## src/rtl/i2s_tx_pkg.sv

```systemverilog
package i2s_tx_pkg;

  localparam int unsigned DEF_WORD_W    = 32;
  localparam int unsigned DEF_MAX_WORDS = 8;
  localparam int unsigned DEF_DEPTH     = 8;
  localparam int unsigned DEF_DIV_W     = 8;

  // Is the bit about to go out inside the sync window?
  // pos: bit index within the frame; at_end: pos is the frame's last bit.
  function automatic logic sync_window(input logic early, input logic at_end,
                                       input int unsigned pos,
                                       input int unsigned width_m1);
    if (early) return at_end || (pos < width_m1);
    return pos <= width_m1;
  endfunction

endpackage

```

## src/rtl/i2s_bitclk.sv

```systemverilog
module i2s_bitclk #(
  parameter int unsigned DIV_W = 8
) (
  input  logic             clk,
  input  logic             rst,
  input  logic             en,
  input  logic             master,
  input  logic [DIV_W-1:0] div,
  input  logic             bclk_in,
  output logic             bclk_o,
  output logic             fall,
  output logic             slv_rise
);

  logic [DIV_W-1:0] cnt;
  logic             bclk_r;
  logic             bq;
  logic             mst_on;
  logic             slv_on;
  logic             term;

  assign mst_on = en & master;
  assign slv_on = en & ~master;
  assign term   = (cnt == div);

  always_ff @(posedge clk) begin
    if (rst) begin
      cnt    <= '0;
      bclk_r <= 1'b0;
      bq     <= 1'b0;
    end else begin
      bq <= bclk_in;
      if (!mst_on) begin
        cnt    <= '0;
        bclk_r <= 1'b0;
      end else if (term) begin
        cnt    <= '0;
        bclk_r <= ~bclk_r;
      end else begin
        cnt <= cnt + 1'b1;
      end
    end
  end

  always_comb begin
    if (mst_on) fall = term & bclk_r;
    else        fall = slv_on & bq & ~bclk_in;
    slv_rise = slv_on & ~bq & bclk_in;
  end

  assign bclk_o = bclk_r;

  assert_bclk_idle_R10: assert property (@(posedge clk) disable iff (rst)
    !master |=> !bclk_o);

  assert_bclk_hold_R1: assert property (@(posedge clk) disable iff (rst)
    (mst_on && !term) |=> $stable(bclk_o));

  assert_fall_from_high_R2: assert property (@(posedge clk) disable iff (rst)
    (fall && master) |-> bclk_o);

endmodule

```

## src/rtl/i2s_word_fifo.sv

```systemverilog
module i2s_word_fifo #(
  parameter int unsigned WORD_W = 32,
  parameter int unsigned DEPTH  = 8,
  parameter int unsigned WMARK  = DEPTH / 2
) (
  input  logic              clk,
  input  logic              rst,
  input  logic              wr_en,
  input  logic [WORD_W-1:0] wr_data,
  input  logic              pop,
  output logic [WORD_W-1:0] head,
  output logic              empty,
  output logic              dreq
);

  localparam int unsigned AW = (DEPTH > 1) ? $clog2(DEPTH) : 1;
  localparam int unsigned CW = $clog2(DEPTH + 1);
  localparam logic [AW-1:0] LAST = AW'(DEPTH - 1);

  logic [WORD_W-1:0] mem [DEPTH];
  logic [AW-1:0]     wptr;
  logic [AW-1:0]     rptr;
  logic [CW-1:0]     count;
  logic [CW-1:0]     count_nxt;
  logic              full;
  logic              push;

  assign full  = (count == CW'(DEPTH));
  assign empty = (count == '0);
  assign push  = wr_en & ~full;
  assign head  = mem[rptr];

  always_comb begin
    case ({push, pop})
      2'b10:   count_nxt = count + 1'b1;
      2'b01:   count_nxt = count - 1'b1;
      default: count_nxt = count;
    endcase
  end

  always_ff @(posedge clk) begin
    if (push) mem[wptr] <= wr_data;
  end

  always_ff @(posedge clk) begin
    if (rst) begin
      wptr  <= '0;
      rptr  <= '0;
      count <= '0;
      dreq  <= 1'b1;
    end else begin
      if (push) wptr <= (wptr == LAST) ? '0 : wptr + 1'b1;
      if (pop)  rptr <= (rptr == LAST) ? '0 : rptr + 1'b1;
      count <= count_nxt;
      dreq  <= (count_nxt <= CW'(WMARK));
    end
  end

  assert_no_overflow_R7: assert property (@(posedge clk) disable iff (rst)
    count <= CW'(DEPTH));

  assert_full_drop_R7: assert property (@(posedge clk) disable iff (rst)
    (full && !pop) |=> $stable(count));

  assert_no_pop_empty_R8: assert property (@(posedge clk) disable iff (rst)
    empty |-> !pop);

endmodule

```

## src/rtl/i2s_framer.sv

```systemverilog
module i2s_framer
  import i2s_tx_pkg::*;
#(
  parameter int unsigned WORD_W    = 32,
  parameter int unsigned MAX_WORDS = 8,
  parameter int unsigned LW        = $clog2(WORD_W),
  parameter int unsigned WIW       = (MAX_WORDS > 1) ? $clog2(MAX_WORDS) : 1,
  parameter int unsigned FPW       = $clog2(WORD_W * MAX_WORDS)
) (
  input  logic              clk,
  input  logic              rst,
  input  logic              en,
  input  logic              master,
  input  logic [LW-1:0]     wlen,
  input  logic [WIW-1:0]    words,
  input  logic [FPW-1:0]    syncw,
  input  logic              early,
  input  logic              fs_low,
  input  logic              fall,
  input  logic              slv_rise,
  input  logic              fs_in,
  input  logic              empty,
  input  logic [WORD_W-1:0] head,
  input  logic              err_clr,
  output logic              pop,
  output logic              sdata,
  output logic              fs_act,
  output logic              underrun
);

  logic [LW-1:0]     bi;
  logic [WIW-1:0]    wi;
  logic [FPW-1:0]    fp;
  logic [WORD_W-1:0] cur;
  logic              fs_smp;
  logic              fs_prv;

  logic [LW-1:0]     tgt;
  logic              realign;
  logic [LW-1:0]     p_bi;
  logic [WIW-1:0]    p_wi;
  logic [FPW-1:0]    p_fp;
  logic              load;
  logic [WORD_W-1:0] src;
  logic              bit_now;
  logic              word_end;
  logic              frame_end;
  logic              sync_now;
  logic              und_set;

  always_comb begin
    tgt       = early ? '0 : LW'(1);
    realign   = ~master & fs_smp & ~fs_prv & (fp != FPW'(tgt));
    p_bi      = realign ? tgt : bi;
    p_wi      = realign ? '0 : wi;
    p_fp      = realign ? FPW'(tgt) : fp;
    load      = realign | (p_bi == '0);
    if (load) src = empty ? '0 : head;
    else      src = cur;
    bit_now   = src[wlen - p_bi];
    word_end  = (p_bi == wlen);
    frame_end = word_end & (p_wi == words);
    sync_now  = master & sync_window(early, frame_end, 32'(p_fp), 32'(syncw));
    pop       = en & fall & load & ~empty;
    und_set   = en & fall & load & empty;
  end

  always_ff @(posedge clk) begin
    if (rst) begin
      bi     <= '0;
      wi     <= '0;
      fp     <= '0;
      cur    <= '0;
      sdata  <= 1'b0;
      fs_act <= 1'b0;
    end else if (!en) begin
      bi     <= '0;
      wi     <= '0;
      fp     <= '0;
      cur    <= '0;
      sdata  <= 1'b0;
      fs_act <= 1'b0;
    end else if (fall) begin
      cur    <= src;
      sdata  <= bit_now;
      fs_act <= sync_now;
      if (word_end) begin
        bi <= '0;
        wi <= frame_end ? '0 : p_wi + 1'b1;
      end else begin
        bi <= p_bi + 1'b1;
        wi <= p_wi;
      end
      fp <= frame_end ? '0 : p_fp + 1'b1;
    end
  end

  always_ff @(posedge clk) begin
    if (rst || !en || master) begin
      fs_smp <= 1'b0;
      fs_prv <= 1'b0;
    end else if (slv_rise) begin
      fs_prv <= fs_smp;
      fs_smp <= fs_in ^ fs_low;
    end
  end

  always_ff @(posedge clk) begin
    if (rst)          underrun <= 1'b0;
    else if (und_set) underrun <= 1'b1;
    else if (err_clr) underrun <= 1'b0;
  end

  assert_sdata_edge_R2: assert property (@(posedge clk) disable iff (rst)
    (sdata != $past(sdata)) |-> $past(fall || !en));

  assert_und_sticky_R8: assert property (@(posedge clk) disable iff (rst)
    (underrun && !err_clr) |=> underrun);

  assert_slave_nosync_R10: assert property (@(posedge clk) disable iff (rst)
    (!master && fall) |=> !fs_act);

  assert_idle_data_R11: assert property (@(posedge clk) disable iff (rst)
    !en |=> !sdata);

endmodule

```

## src/rtl/i2s_tx.sv

```systemverilog
module i2s_tx
  import i2s_tx_pkg::*;
#(
  parameter int unsigned WORD_W    = DEF_WORD_W,
  parameter int unsigned MAX_WORDS = DEF_MAX_WORDS,
  parameter int unsigned DEPTH     = DEF_DEPTH,
  parameter int unsigned DIV_W     = DEF_DIV_W,
  localparam int unsigned LW       = $clog2(WORD_W),
  localparam int unsigned WIW      = (MAX_WORDS > 1) ? $clog2(MAX_WORDS) : 1,
  localparam int unsigned FPW      = $clog2(WORD_W * MAX_WORDS)
) (
  input  logic              clk,
  input  logic              rst,
  input  logic              en,
  input  logic              cfg_master,
  input  logic [DIV_W-1:0]  cfg_div,
  input  logic [WIW-1:0]    cfg_words,
  input  logic [LW-1:0]     cfg_wlen,
  input  logic [FPW-1:0]    cfg_syncw,
  input  logic              cfg_early,
  input  logic              cfg_fs_low,
  input  logic              wr_en,
  input  logic [WORD_W-1:0] wr_data,
  output logic              dreq,
  input  logic              bclk_in,
  input  logic              fs_in,
  output logic              bclk_o,
  output logic              fs_o,
  output logic              sdata_o,
  output logic              underrun,
  input  logic              err_clr
);

  logic              fall;
  logic              slv_rise;
  logic              pop;
  logic              empty;
  logic [WORD_W-1:0] head;
  logic              fs_act;

  i2s_bitclk #(.DIV_W(DIV_W)) u_clk (
    .clk      (clk),
    .rst      (rst),
    .en       (en),
    .master   (cfg_master),
    .div      (cfg_div),
    .bclk_in  (bclk_in),
    .bclk_o   (bclk_o),
    .fall     (fall),
    .slv_rise (slv_rise)
  );

  i2s_word_fifo #(.WORD_W(WORD_W), .DEPTH(DEPTH), .WMARK(DEPTH / 2)) u_fifo (
    .clk     (clk),
    .rst     (rst),
    .wr_en   (wr_en),
    .wr_data (wr_data),
    .pop     (pop),
    .head    (head),
    .empty   (empty),
    .dreq    (dreq)
  );

  i2s_framer #(
    .WORD_W(WORD_W), .MAX_WORDS(MAX_WORDS), .LW(LW), .WIW(WIW), .FPW(FPW)
  ) u_frm (
    .clk      (clk),
    .rst      (rst),
    .en       (en),
    .master   (cfg_master),
    .wlen     (cfg_wlen),
    .words    (cfg_words),
    .syncw    (cfg_syncw),
    .early    (cfg_early),
    .fs_low   (cfg_fs_low),
    .fall     (fall),
    .slv_rise (slv_rise),
    .fs_in    (fs_in),
    .empty    (empty),
    .head     (head),
    .err_clr  (err_clr),
    .pop      (pop),
    .sdata    (sdata_o),
    .fs_act   (fs_act),
    .underrun (underrun)
  );

  // Polarity is applied after the registered sync state.
  assign fs_o = fs_act ^ cfg_fs_low;

endmodule

```

## config.mk

```make
export PLATFORM = sky130hd
export DESIGN_NAME = i2s_tx
export DESIGN_NICKNAME = d
export VERILOG_FILES = /design/src/rtl/i2s_tx_pkg.sv /design/src/rtl/i2s_bitclk.sv /design/src/rtl/i2s_word_fifo.sv /design/src/rtl/i2s_framer.sv /design/src/rtl/i2s_tx.sv
export SDC_FILE = /design/constraint.sdc
export NUM_CORES = 1
export LEC_CHECK = 0
export ABC_AREA = 1
export BUFFER_PORTS_ARGS = -buffer_cell sky130_fd_sc_hd__buf_4
export CAP_MARGIN = 10
export CORE_UTILIZATION = 50
export CTS_BUF_LIST = sky130_fd_sc_hd__clkbuf_2 sky130_fd_sc_hd__clkbuf_4 sky130_fd_sc_hd__clkbuf_8
export CTS_CLUSTER_DIAMETER = 60
export DETAILED_ROUTE_END_ITERATION = 6
export PLACE_DENSITY = 0.67
export RECOVER_POWER = 50
export SKIP_CTS_REPAIR_TIMING = 1
export SLEW_MARGIN = 20
export SYNTH_ARGS = -nofsm -noshare
export SYNTH_HDL_FRONTEND = slang
export SYNTH_SLANG_ARGS = --single-unit
export TNS_END_PERCENT = 100
```

## constraint.sdc

```tcl
create_clock -name clk -period 3.9 [get_ports clk]
set_input_delay 0.195 -clock clk [delete_from_list [all_inputs] [get_ports clk]]
set_output_delay 0.195 -clock clk [all_outputs]
set_load 0.02 [all_outputs]
```

**Yosys cells after proc, flatten, opt, wreduce, memory -nomap -nowiden**

Memory sizes are Yosys's and may differ from the RTL's. A register that Yosys moved wholly into a read port is not among the register bits.
Cells that the tools add are included.

- $add $sub $neg: 9
- Order comparisons: 4
- Equal/unequal tests: 9
- Mux-type cells: 25
- Bitwise gates (word level): 29
- Reductions and logical operators: 10

Operator list:

| kind | number |
|---|---|
| two-way mux 32 bit | 2 |
| two-way mux 3 bit | 7 |
| bitwise AND 1 bit | 17 |
| adder 8 x 1 -> 8 bit (second input constant) | 2 |
| two-way mux 8 bit | 2 |
| two-way mux 1 bit | 10 |
| two-way mux 5 bit | 2 |
| adder 3 x 1 -> 3 bit (second input constant) | 3 |
| NOT 1 bit | 9 |
| == test 8 bit | 1 |
| <= comparator 8 bit | 1 |
| less-than comparator 8 bit | 1 |
| inequality test 8 x 5 -> 1 bit | 1 |
| case mux 4 bit (2 select lines) | 1 |
| == test 3 bit (second input constant) | 2 |
| less-than comparator 5 x 6 -> 1 bit (second input constant) | 1 |
| adder 5 x 1 -> 5 bit (second input constant) | 1 |
| binary-select mux 1 bit (select 5 bit) | 1 |
| == test 5 bit | 1 |
| logical NOT 5 bit | 1 |
| subtractor 5 bit | 1 |
| adder 4 x 1 -> 4 bit (second input constant) | 1 |
| == test 4 bit (second input constant) | 1 |
| <= comparator 4 x 3 -> 1 bit (second input constant) | 1 |
| 12 further kinds | 16 |

- Register bits: 74
- Memory bits (writable): 256
- Word-level logic and storage cells: 103
- Memories: 1

Memory list:

| name | words | width | read ports | clocked after memory_dff | write ports | line | source |
|---|---|---|---|---|---|---|---|
| u_fifo.mem | 8 | 32 | 1 | 1 | 1 | i2s_word_fifo.sv:20 | `logic [WORD_W-1:0] mem [DEPTH];` |

**Logic depth before layout (Yosys ltp)**

Gate-level depths: netlist of run 1.

- Word-level depth: 12
- Gate-level depth with buffers: 26

**Hierarchy**

Synthesis of run 1 repeated with hierarchy kept, for this count alone.

- Cell total of the unflattened synthesis: 1512
- Area, all modules: 14883.0 um2

By module, submodules not included:

| module | instances | cells each | area an instance (um2) | sequential area each (um2) |
|---|---|---|---|---|
| i2s_word_fifo | 1 | 825 | 10562.6 | 7967.6 |
| i2s_framer | 1 | 575 | 3646.0 | 1061.0 |
| i2s_bitclk | 1 | 107 | 655.6 | 200.2 |
| i2s_tx | 1 | 5 | 18.8 | 0.0 |

**Least setup slack after synthesis of run 1**

No wires, ideal clock.

- Path kind: register -> register
- Start: reg u_frm.fp[0]
- End: reg u_fifo.dreq
- Setup time: 0.116 ns
- Arrival: 3.113 ns
- Data required time: 3.784 ns
- Setup slack: 0.671 ns
- Stages on the path, launching flop included: 27
- Path buffers: 1
- Period minus slack after synthesis: 3.229 ns
- Path through: dfxtp_1 -> inv_1 -> nand2_1 -> nand2_1 -> nand3_1 -> nand2_2 -> buf_6 -> nor2_1 -> inv_1 -> o21ai_1 -> ha_1 -> nand3b_1 -> nand2_2 -> inv_2 -> nor2_8 -> nand2_1 -> inv_1 -> ha_1 -> xor2_1 -> ha_1 -> a21oi_1 -> xor2_1 -> nor2_1 -> a21oi_1 -> o21bai_1 -> o21ai_0 -> inv_1

- Word-level cells in the longest chain between the ends: 10
- Elaborated cells between the ends (all ways): 11
- Classes of those cells: order compare (1); eq/ne (3); mux (2); bitwise (4); reduce/logical (1)

RTL lines:

| what | line | source |
|---|---|---|
| from (decl) | i2s_framer.sv:33 | `logic [FPW-1:0] fp;` |
| from (signal assigned) | i2s_framer.sv:94 | `fp <= frame_end ? '0 : p_fp + 1'b1;` |
| inequality test 8 x 5 -> 1 bit * | i2s_framer.sv:53 | `realign = ~master & fs_smp & ~fs_prv & (fp != FPW'(tgt));` |
| bitwise AND 1 bit * | i2s_framer.sv:53 |  |
| two-way mux 5 bit | i2s_framer.sv:54 | `p_bi = realign ? tgt : bi;` |
| logical NOT 5 bit | i2s_framer.sv:57 | `load = realign \| (p_bi == '0);` |
| bitwise OR 1 bit * | i2s_framer.sv:57 |  |
| bitwise AND 1 bit * (2 in series) | i2s_framer.sv:64 | `pop = en & fall & load & ~empty;` |
| == test 2 x 1 -> 1 bit or == test 2 bit (tied branches) | i2s_word_fifo.sv:34 | `case ({push, pop})` |
| case mux 4 bit (2 select lines) * | i2s_word_fifo.sv:34 |  |
| <= comparator 4 x 3 -> 1 bit * | i2s_word_fifo.sv:55 | `dreq <= (count_nxt <= CW'(WMARK));` |
| to (signal assigned) | i2s_word_fifo.sv:55 |  |
| to (decl) | i2s_word_fifo.sv:13 | `output logic dreq` |

Mark *: on every way between the ends. The rest lies on a longest branch, timed or not.
A chain may end at the register's enable or synchronous reset.

**Final worst setup path of run 1**

- Start: reg u_frm.fp[2]
- End: reg u_fifo.dreq

The elaborated chain is that of the path after synthesis.

==> impl_results.md, run 1 <==
* Worst reg2reg setup slack at between 0.3 and 0.4 ns
* Setup violators final at 0
* HPWL Detailed at a little over 20000 um
* Clk_skew at 0.0315 ns
* Post-synthesis cell count at 1583
* Fin area at about 17000 sq um
* Ant. Diodes at 0
* Synth cell types at 51
* Initial Util at 50.8%
* TritonRoute pass-1 iters at 7
* All-Layer GR Usage at between 20 and 25%
* Num Clock Sinks at 333
* Fraction of layout cells with a size suffix above 1 at 11.5%
* I/O Pins at a little over 70
* TritonCTS clock tree: built
* Clock Tree Buf Depth at 3
* Min-delay src: en
* Vias/cell at 5.24
* Commonest non-fill, non-tap cell in the layout: nand2_1
* Die X-Extent at approximately 180 um
* Max cap viols at 0
* Post-synthesis mux area share at 0%
* Critical path peak fanout at 13
* R2R cell count at 25
* Setup_tns at 0 ns
* Drt total wl at 35100 um
* CTS Root Buffer Type: clkbuf_8
* Crit path arrival time at between 4 and 5 ns
* Final Total Pwr at about 7.6 mW
* Status: finished clean
* Register bit total from synthesis at 333
* Crit path required time at 4.44 ns
* XOR/XNOR Fraction of Synth Area at about 1.6%
* P&R area growth vs syn at 15.1%
* Number of global-route vias before repair at 10633
* Vias at approximately 11000
* Maximum vdd ir drop at 0.289 mV
* Die area at a little over 30000 sq um
* Wire per inst at 16.5 um
* DRC at 0
* Core area at just under 30000 sq um
* Cts bufs inserted at 55
* CTS clk-pin slew, worst paths at 0.06 ns
* Placed inst area at approximately 16000 sq um
* Hold crit path type: input pin to flip-flop
* R2r endpoint: u_fifo.dreq$_SDFF_PP1_
* Detailed Route Iter0 Violations at between 800 and 900
* Endpoint class of the critical path: flip-flop
* Die height at 176 um
* Min cycle time layout at between 3 and 4 ns
* Finished Core Util at just under 60%
* Worst-Skew Late Latency at about 0.60 ns
* Fmax achieved at 285 MHz
* Initial antenna violation count at 0
* Tightest Pin Transition at 1.27 ns
* Asr flop ratio synth at 0%
* Largest family of logic cells by synthesized area: simple AND/OR/NAND/NOR gates
* Net count after synthesis at 1674
* Total gr overflow at 0
* Reg2reg start: u_frm.fp[2]$_SDFFE_PP0N_
* Antenna Nets Post-Route at 0
* Row cnt at 63
* Post-synthesis instance area at between 15000 and 20000 sq um
* Pwr/cell area at approximately 440 nW/um^2
* Gpl congestion at roughly 0.85
* Warnings from Yosys at 0
* Post-synthesis compound-gate area fraction at 6.58%
* Register area share after synthesis at approximately 60%
* Most frequent cells in the layout: 376 x nand2_1, 256 x edfxtp_1, 214 x nor2_1
* Final period util at roughly nine tenths
* Rel. slew slack at around 15%
* Largest net degree at the start of global routing at between 70 and 80
* EDFF count, synth at 256
* Hold Violations, Final at 0
* Hold Crit Depth at 5
* Worst setup SP type: flip-flop
* Worst setup path category: flip-flop to flip-flop
* H-tree Lvls at 2
* Mapped Avg Cell Area at 9.54 sq um
* Hold Crit Endpoint: u_frm.fs_prv$_SDFFE_PP0P_
* First-pass GRT wire length at about 56000 um
* Simple-gate share of the synthesized area at 22.5%
* Post-synthesis adder-cell area fraction at approximately 2.1%
* Pins Over Slew Limit at 0
* Buffers on Ports at 70
* P_leak at around 6.8 nW
* Nets at between 1500 and 2000
* RSZ-0062 raised after global routing: no
* Top_reg_cell synth: edfxtp_1
[layer usage]
metal | vias up | part of all wire (%) | GRT usage, %
met5 | - | 0 | 0
met4 | 0 | 2.5 | 8.01
met3 | 63 | 5.6 | 4.20
met2 | 297 | 48 | 38.4
met1 | 5291 | 44 | 30.3
li1 | 5522 | - | -
[cells by family after synthesis]
kind of cell | count (synthesis)
fa+ha+maj | 25
simple gates | 804
buf+inv | 214
compound gates | 179
flops | 333
xor+xnor | 28
[worst max-delay path by stage]
stage | cells past startpoint | endpoint | startpoint
2_1_floorplan | 26 | u_fifo.dreq$_SDFF_PP1_ | u_frm.fp[0]$_SDFFE_PP0N_
3_3_place_gp | 25 | u_fifo.dreq$_SDFF_PP1_ | u_frm.fp[4]$_SDFFE_PP0N_
3_5_place_dp | 25 | u_fifo.dreq$_SDFF_PP1_ | u_frm.fp[3]$_SDFFE_PP0N_
4_1_cts | 25 | u_fifo.dreq$_SDFF_PP1_ | u_frm.fp[2]$_SDFFE_PP0N_
5_1_grt | 25 | u_fifo.dreq$_SDFF_PP1_ | u_frm.fp[2]$_SDFFE_PP0N_
6_report | 25 | u_fifo.dreq$_SDFF_PP1_ | u_frm.fp[2]$_SDFFE_PP0N_
[critical path, cell delays in order, from the launching register on]
cell and delay (ns):
dfxtp_1 0.32, inv_2 0.07, nand2_1 0.05, nor2_1 0.11, nand3_1 0.09, nand2_2 0.22
inv_4 0.10, nor2_1 0.13, inv_1 0.11, ha_1 0.19, nand3b_1 0.14, nand2_2 0.10
inv_4 0.18, nor2_8 0.06, nand2_1 0.12, inv_1 0.13, ha_2 0.23, xor2_1 0.16
ha_1 0.18, a21oi_1 0.14, xor2_1 0.15, nor2_1 0.05, a21oi_1 0.16, o21bai_1 0.13
o21ai_0 0.09, inv_1 0.06
[area by class of cell]
class / instances / area [sq um]
Inverter: 134 / 510
Sequential cell: 333 / 9230
Multi-Input combinational cell: 1036 / 4990
Clock inverter: 11 / 83.8
Fill cell: 2580 / 12300
Clock buffer: 91 / 1090
Tap cell: 390 / 488
Timing Repair Buffer: 137 / 995
[sequential cells by signal (all words and copies together) (netlist names), named ones only]
signal and flops:
u_fifo.mem 256, u_fifo.count 4, u_frm.fs_prv 1, u_frm.underrun 1, u_frm.bi 5, u_fifo.dreq 1
u_clk.bq 1, u_frm.fp 8, u_frm.fs_smp 1, u_clk.bclk_o 1, u_fifo.wptr 3, u_frm.wi 3
u_fifo.rptr 3, u_frm.fs_act 1, u_clk.cnt 8, u_frm.cur 32, u_frm.sdata 1
[power breakdown]
part	leakage, nW	switching (mW)	internal [mW]
registers	2.95	0.0224	3.90
clock network	0.626	1.35	1.82
logic	3.25	0.331	0.166
[synth_stat cells, drive strengths merged (2+ instances only)]
library cell  instances  area (sq um)
edfxtp              256          7690
nand3b                9          80.1
nand2               383          1460
nor3                 14          86.3
a211oi               16           125
clkbuf               23          86.3
or2                   3          18.8
nand4                 2          18.8
nor4                  2          12.5
o21ai                90           450
xor2                 20           175
buf                  57           329
a31oi                 2          12.5
nor2                224           875
o211ai               10          75.1
a21oi                54           274
xnor2                 8          70.1
inv                 133           504
ha                   24           300
dfxtp                77          1540
nand3               164           826
[through the flow]
step	hold slack, ns	cells	setup slack [ns]
after global routing	0.0284	2132	0.00433
after detailed placement	0.433	1993	0.360
final	0.0155	2132	0.396
after floorplan	0.294	1583	0.671
after global placement	0.430	1993	0.466
after CTS	-0.201	2095	0.301
Note: power is estimated with default switching activity, not from simulation.
==> run 2: changes to the inputs <==
--- a/config.mk
+++ b/config.mk
@@ -5,7 +5,6 @@
 export SDC_FILE = /design/constraint.sdc
 export NUM_CORES = 1
 export LEC_CHECK = 0
-export ABC_AREA = 1
 export BUFFER_PORTS_ARGS = -buffer_cell sky130_fd_sc_hd__buf_4
 export CAP_MARGIN = 10
 export CORE_UTILIZATION = 50
==> run 2 against run 1 <==
Compared with the run above: global-route usage down 2.3 points; critical path type unchanged; final cell count decreased by 27%; highest routed layer unchanged; first-iteration DRC count fell by 27%; total power down 3.6%; critical path depth decreased by 7; register-to-register slack worse by 0.12 ns; final area is 3.8% lower.
==> impl_results.md, run 2 <==
* Hold Crit Depth at 3 (was 5)
* EDFF count, synth at 256 (unchanged)
* Max cap viols at 0 (unchanged)
* Hold crit path type: input pin to flip-flop (unchanged)
* Largest net degree at the start of global routing at 47 (was 79)
* Crit path arrival time at 4.07 ns (was 4.05 ns)
* Most frequent cells in the layout: 256 x edfxtp_1, 85 x nor2_1, 79 x nand2_1 (was 376 x nand2_1, 256 x edfxtp_1, 214 x nor2_1)
* Net count after synthesis at 1077 (was 1674)
* Cts bufs inserted at 53 (was 55)
* Maximum vdd ir drop at 0.342 mV (was 0.289 mV)
* CTS clk-pin slew, worst paths at 0.06 ns (about the same)
* Register bit total from synthesis at 333 (unchanged)
* Pins Over Slew Limit at 0 (unchanged)
* Flop pwr share at 53.3% (was 51.6%)
* Gpl congestion at 0.871 (was 0.854)
* Post-synthesis instance area at 14300 sq um (was 15100 sq um)
* Synth cell types at 69 (was 51)
* Post-synth top area share at 53.8% (was 50.9%)
* Initial antenna violation count at 0 (unchanged)
* Clock Tree Buf Depth at 3 (unchanged)
* Antenna Nets Post-Route at 0 (unchanged)
* Total gr overflow at 0 (unchanged)
* Die area at 29300 sq um (was 30900 sq um)
* P&R area growth vs syn at 17.0% (was 15.1%)
* Ranking of synthesized cells by area: edfxtp_1 54%, dfxtp_1 11%, mux4_2 11% (was edfxtp_1 51%, dfxtp_1 10%, nand2_1 9.3%)
* Wire per inst at 19.3 um (was 16.5 um)
* Setup ws final at 0.277 ns (was 0.396 ns)
* Most instantiated cells after synthesis: 256 x edfxtp_1, 87 x nor2_1, 80 x nand2_1 (was 376 x nand2_1, 256 x edfxtp_1, 220 x nor2_1)
* Status: finished clean (unchanged)
* H-tree Lvls at 2 (unchanged)
* Internal power at 5.74 mW (was 5.89 mW)
* Clk pwr share at 40.6% (was 41.8%)
* Crit path required time at 4.35 ns (was 4.44 ns)
* TritonRoute pass-1 iters at 5 (was 7)
* Largest register by flop count: u_fifo.mem (unchanged)
* Asr flop ratio synth at 0% (unchanged)
* Multi-input logic area at 4840 sq um (was 4990 sq um)
* Worst-Skew Late Latency at 0.58 ns (was 0.60 ns)
* R2R cell count at 18 (was 25)
* NetSw at 1.58 mW (was 1.71 mW)
* Register area share after synthesis at 64.6% (was 61.1%)
* HPWL Detailed at 18100 um (was 20500 um)
* P_leak at 5.51 nW (was 6.82 nW)
* Fill count at 2250 (was 2580)
* Final Total Pwr at 7.32 mW (was 7.60 mW)
* Initial Util at 51.2% (was 50.8%)
* Warnings from Yosys at 0 (unchanged)
* Min cycle time layout at 3.62 ns (was 3.50 ns)
* Num Clock Sinks at 333 (unchanged)
* Dpl ws at 0.0768 ns (was 0.360 ns)
* Top_reg_cell synth: edfxtp_1 (unchanged)
* Drt total wl at 29800 um (was 35100 um)
* Rel. slew slack at 19.8% (was 14.9%)
* Largest registers: u_fifo.mem (256), u_frm.cur (32) (unchanged)
* Core area at 27900 sq um (was 29700 sq um)
* RSZ-0062 raised after global routing: no (unchanged)
* All-Layer GR Usage at 20.7% (was 23.1%)
* I/O Pins at 71 (unchanged)
* Max reg flops at 256 (unchanged)
* Die height at 171 um (was 176 um)
* Commonest non-fill, non-tap cell in the layout: edfxtp_1 (was nand2_1)
* Final period util at 92.9% (was 89.9%)
* Mapped Avg Cell Area at 14.5 sq um (was 9.54 sq um)
* Comb power frac at 6.1% (was 6.5%)
* Clk_skew at 0.0231 ns (was 0.0315 ns)
* Hold Violations, Final at 0 (unchanged)
* Fraction of layout cells with a size suffix above 1 at 21.8% (was 11.5%)
* CTS Root Buffer Type: clkbuf_8 (unchanged)
* Most common cell in the synthesized netlist: edfxtp_1 (was nand2_1)
* Nets at 1223 (was 1788)
* Critical path peak fanout at 6 (was 13)
* Worst setup path category: flip-flop to flip-flop (unchanged)
* Post-synthesis cell count at 986 (was 1583)
* Fmax achieved at 276 MHz (was 285 MHz)
* First-pass GRT wire length at 45900 um (was 55700 um)
* Number of global-route vias before repair at 8377 (was 10633)
* Detailed Route Iter0 Violations at 639 (was 876)
* Tightest Pin Transition at 1.20 ns (was 1.27 ns)
* TritonCTS clock tree: built (unchanged)
* Endpoint class of the critical path: flip-flop (unchanged)
* Setup_tns at 0 ns (unchanged)
* Vias at 8660 (was 11173)
* Pwr/cell area at 438 nW/um^2 (was 437 nW/um^2)
* Placed inst area at 15400 sq um (was 16000 sq um)
* Row cnt at 61 (was 63)
* FF/Latch Area at 9240 sq um (was 9230 sq um)
* Worst setup SP type: flip-flop (unchanged)
* Die X-Extent at 171 um (was 176 um)
* Ant. Diodes at 0 (unchanged)
* Buffers on Ports at 70 (unchanged)
* Vias/cell at 5.60 (was 5.24)
* Largest area contributor in the netlist: edfxtp_1 (unchanged)
* Switching fraction of total power at 21.5% (was 22.5%)
* Fin area at 16700 sq um (was 17400 sq um)
* Setup violators final at 0 (unchanged)
* DRC at 0 (unchanged)
run 2: through the flow:
step                      cells  util [%]  hold slack [ns]
after CTS                  1508      58.9           -0.195
after detailed placement   1417      55.1            0.429
after floorplan             986         -            0.276
after global routing       1546      59.9           0.0203
after global placement     1417      55.1            0.428
final                      1546      59.9           0.0377
run 2: logic make-up (layout without fill, tap and decap cells):
group / after synthesis / in the layout / synth area share (%)
buffers and inverters: 71 / 253 / 2.41
muxes: 103 / 103 / 13.2
and+or+nand+nor: 275 / 275 / 9.08
xor gates and xnor gates: 33 / 33 / 2.12
adders and majority gates: 25 / 25 / 2.24
AOI/OAI and AO/OA: 146 / 146 / 6.39
DFF: 333 / 333 / 64.6
run 2: worst max-delay path, cell delays in order (launching register included):
cell and delay, ns:
dfxtp_1 0.37, nor4_4 0.32, nand3_1 0.19, nand2_2 0.17, o21ai_1 0.09, inv_1 0.06, ha_1 0.15, nor4b_2 0.24
a21oi_1 0.11, or3_4 0.43, inv_2 0.11, ha_4 0.17, xor2_1 0.16, ha_1 0.16, a21oi_1 0.05, xor2_1 0.16
or3_1 0.32, a21oi_2 0.16, a21oi_1 0.07
run 2: worst paths after layout:
path	endpoint	from	slack, ns
hold / removal	u_frm.fs_smp$_SDFFE_PP0P_	cfg_fs_low	0.04
setup reg to reg	u_fifo.dreq$_SDFF_PP1_	u_frm.fp[4]$_SDFFE_PP0N_	0.28
setup / recovery	u_fifo.dreq$_SDFF_PP1_	u_frm.fp[4]$_SDFFE_PP0N_	0.28
hold reg to reg	u_frm.cur[13]$_SDFFE_PP0N_	u_frm.cur[13]$_SDFFE_PP0N_	0.45
run 2: per-layer routing:
metal / routed length, um / share of wire, % / up-vias / GRT usage (%)
li1: - / - / 4084 / -
met1: 13500 / 45 / 4272 / 28.8
met2: 14200 / 48 / 260 / 33.6
met3: 1550 / 5.2 / 44 / 3.33
met4: 575 / 1.9 / 0 / 6.60
met5: 0 / 0 / - / 0
run 2: final cells by class:
type	instances	share of cell area (%)
sequential	333	55.2
multi-input combinational	582	28.9
timing repair buffer	141	6.16
clock buffer	77	5.62
tap	378	2.83
clock inverter	14	0.793
inverter	21	0.471
run 2: power groups by stage:
stage | sequential [mW] | combinational, mW | clock [mW]
2_1_floorplan | 3.97 | 0.249 | 0
3_3_place_gp | 3.97 | 0.426 | 0
3_5_place_dp | 3.98 | 0.431 | 0
4_1_cts | 3.90 | 0.432 | 3.04
5_1_grt | 3.91 | 0.484 | 3.19
6_report | 3.90 | 0.444 | 2.97
==> run 3: changes to the inputs <==
--- a/config.mk
+++ b/config.mk
@@ -5,15 +5,13 @@
 export SDC_FILE = /design/constraint.sdc
 export NUM_CORES = 1
 export LEC_CHECK = 0
-export BUFFER_PORTS_ARGS = -buffer_cell sky130_fd_sc_hd__buf_4
 export CAP_MARGIN = 10
 export CORE_UTILIZATION = 50
 export CTS_BUF_LIST = sky130_fd_sc_hd__clkbuf_2 sky130_fd_sc_hd__clkbuf_4 sky130_fd_sc_hd__clkbuf_8
 export CTS_CLUSTER_DIAMETER = 60
 export DETAILED_ROUTE_END_ITERATION = 6
-export PLACE_DENSITY = 0.67
-export RECOVER_POWER = 50
-export SKIP_CTS_REPAIR_TIMING = 1
+export DONT_BUFFER_PORTS = 1
+export RECOVER_POWER = 100
 export SLEW_MARGIN = 20
 export SYNTH_ARGS = -nofsm -noshare
 export SYNTH_HDL_FRONTEND = slang
==> run 3 against run 2 <==
Compared with the run above: clock power fell by 3%; worst hold slack got worse by 0.0054 ns; largest cell class unchanged; clock skew rose by 0.0022 ns; clock-buffer cell count fell by 2; non-clock buffer count fell by 59; setup slack improved by 0.017 ns; maximum frequency rose by 0.47%; sequential share of layout area rose by 1.3 points; highest routed layer unchanged; register-to-register slack improved by 0.02 ns; flip-flop and latch count did not move; first-iteration DRC count rose by 5.0%; sequential power barely moved.
==> impl_results.md, run 3 (synthesis results as in run 2) <==
* Status: finished clean (unchanged)
* Endpoint class of the critical path: flip-flop (unchanged)
* RSZ-0062 raised after global routing: no (unchanged)
* Fraction of layout cells with a size suffix above 1 at 19.9% (was 21.8%)
* Worst-Skew Late Latency at 0.58 ns (about the same)
* Crit path required time at 4.35 ns (about the same)
* Drt total wl at 30400 um (was 29800 um)
* Row cnt at 61 (unchanged)
* TritonCTS clock tree: built (unchanged)
* CTS Root Buffer Type: clkbuf_8 (unchanged)
* Setup ws final at 0.294 ns (was 0.277 ns)
* Min cycle time layout at 3.61 ns (was 3.62 ns)
* HPWL Detailed at 18000 um (was 18100 um)
* Finished Core Util at 58.5% (was 59.9%)
* Number of global-route vias before repair at 8425 (was 8377)
* Fmax achieved at 277 MHz (was 276 MHz)
* Gpl congestion at 0.850 (was 0.871)
* Max cap viols at 0 (unchanged)
* Worst setup path category: flip-flop to flip-flop (unchanged)
* Vias at 8486 (was 8660)
* Fin area at 16300 sq um (was 16700 sq um)
* Total gr overflow at 0 (unchanged)
* Commonest non-fill, non-tap cell in the layout: edfxtp_1 (unchanged)
* Nets at 1164 (was 1223)
* Worst setup SP type: flip-flop (unchanged)
* DRC at 0 (unchanged)
* Wire per inst at 20.4 um (was 19.3 um)
* Maximum vdd ir drop at 0.278 mV (was 0.342 mV)
* Max reg flops at 256 (unchanged)
* Placed inst area at 14900 sq um (was 15400 sq um)
* Setup_tns at 0 ns (unchanged)
* Initial antenna violation count at 0 (unchanged)
* Most frequent cells in the layout: 256 x edfxtp_1, 84 x nor2_1, 79 x nand2_1 (was 256 x edfxtp_1, 85 x nor2_1, 79 x nand2_1)
* Vias/cell at 5.69 (was 5.60)
* Critical path peak fanout at 19 (was 6)
* Hold Violations, Final at 0 (unchanged)
* Crit path arrival time at 4.06 ns (was 4.07 ns)
* I/O Pins at 71 (unchanged)
* Largest net degree at the start of global routing at 47 (unchanged)
* Largest registers: u_fifo.mem (256), u_frm.cur (32) (unchanged)
* Final period util at 92.5% (was 92.9%)
* Clk_skew at 0.0253 ns (was 0.0231 ns)
* Ant. Diodes at 0 (unchanged)
* Tightest Pin Transition at 1.27 ns (was 1.20 ns)
* Rel. slew slack at 15.3% (was 19.8%)
* Core area at 27900 sq um (unchanged)
* All-Layer GR Usage at 21.6% (was 20.7%)
* Final Total Pwr at 7.19 mW (was 7.32 mW)
* Num Clock Sinks at 333 (unchanged)
* Cts bufs inserted at 53 (unchanged)
* P&R area growth vs syn at 14.3% (was 17.0%)
* Buffers on Ports at 0 (was 70)
* Hold crit path type: input pin to flip-flop (unchanged)
* Pwr/cell area at 440 nW/um^2 (was 438 nW/um^2)
* Dpl ws at 0.103 ns (was 0.0768 ns)
* Initial Util at 51.2% (unchanged)
* Setup violators final at 0 (unchanged)
* Die height at 171 um (unchanged)
* H-tree Lvls at 2 (unchanged)
* Die area at 29300 sq um (unchanged)
* Largest register by flop count: u_fifo.mem (unchanged)
* P_leak at 5.36 nW (was 5.51 nW)
* Die X-Extent at 171 um (unchanged)
* TritonRoute pass-1 iters at 5 (unchanged)
* Pins Over Slew Limit at 0 (unchanged)
* CTS clk-pin slew, worst paths at 0.06 ns (about the same)
* Detailed Route Iter0 Violations at 671 (was 639)
* Antenna Nets Post-Route at 0 (unchanged)
* First-pass GRT wire length at 47500 um (was 45900 um)
* Clock Tree Buf Depth at 3 (unchanged)
run 3: cell types whose count changed in the layout (fill, tap and decap cells not counted), moves of 2 or more:
cell	before	now
buf_4	61	27
clkbuf_1	38	3
clkbuf_8	58	55
clkbuf_2	2	10
clkinv_2	5	8
nor3_1	18	22
nor3_2	5	1
clkinv_1	5	11
dlygate4sd3_1	38	40
run 3: cell type report:
| type | count | area (sq um) |
|---|---|---|
| inverter | 21 | 78.8 |
| multi-input combinational | 582 | 4810 |
| clock inverter | 21 | 133 |
| fill | 2310 | 11600 |
| clock buffer | 75 | 907 |
| tap | 378 | 473 |
| timing repair buffer | 82 | 704 |
| sequential | 333 | 9240 |
run 3: per-layer routing:
metal / GRT usage (%) / vias up / wire (um)
met4: 6.91 / 0 / 705
li1: - / 3970 / -
met5: 0 / - / 0
met2: 35.5 / 233 / 14600
met1: 29.4 / 4229 / 13600
met3: 3.68 / 54 / 1550
run 3: timing repair:
action,in CTS,in global routing
endpoints found under the hold margin,285,0
endpoints found under the setup margin,0,3
buffers inserted,0,3
hold buffers,40,0
gates resized for setup,0,6
run 3: stage by stage:
stage | hold slack, ns | instances
finish | 0.0323 | 1492
global route | 0.0563 | 1492
CTS | 0.00383 | 1489
detailed placement | 0.272 | 1353
global placement | 0.271 | 1353
floorplan | 0.276 | 986
run 3: report_power, final:
group	internal [mW]	total (mW)	switching (mW)
combinational	0.163	0.406	0.244
sequential	3.88	3.90	0.0236
clock	1.57	2.88	1.31
run 3: final timing paths:
kind / slack (ns) / from / endpoint / depth (start not counted)
setup / recovery: 0.29 / u_frm.fp[6]$_SDFFE_PP0N_ / u_frm.sdata$_SDFFE_PP0N_ / 15
hold reg to reg: 0.45 / u_frm.cur[7]$_SDFFE_PP0N_ / u_frm.cur[7]$_SDFFE_PP0N_ / 2
hold / removal: 0.03 / cfg_master / u_frm.fs_act$_SDFFE_PP0N_ / 5
setup reg to reg: 0.29 / u_frm.fp[6]$_SDFFE_PP0N_ / u_frm.sdata$_SDFFE_PP0N_ / 15
run 3: critical path, cell delays in order (launching register included):
cell      delay, ns
dfxtp_1        0.34
nor4_4         0.35
nand3_2        0.14
nand2_4        0.13
nand2_1        0.06
o21ai_1        0.17
inv_1          0.08
ha_1           0.21
nor4b_4        0.13
a21oi_1        0.19
clkbuf_1       0.69
nor3_1         0.14
a211oi_1       0.47
a311oi_1       0.11
o211ai_1       0.20
o31ai_1        0.09
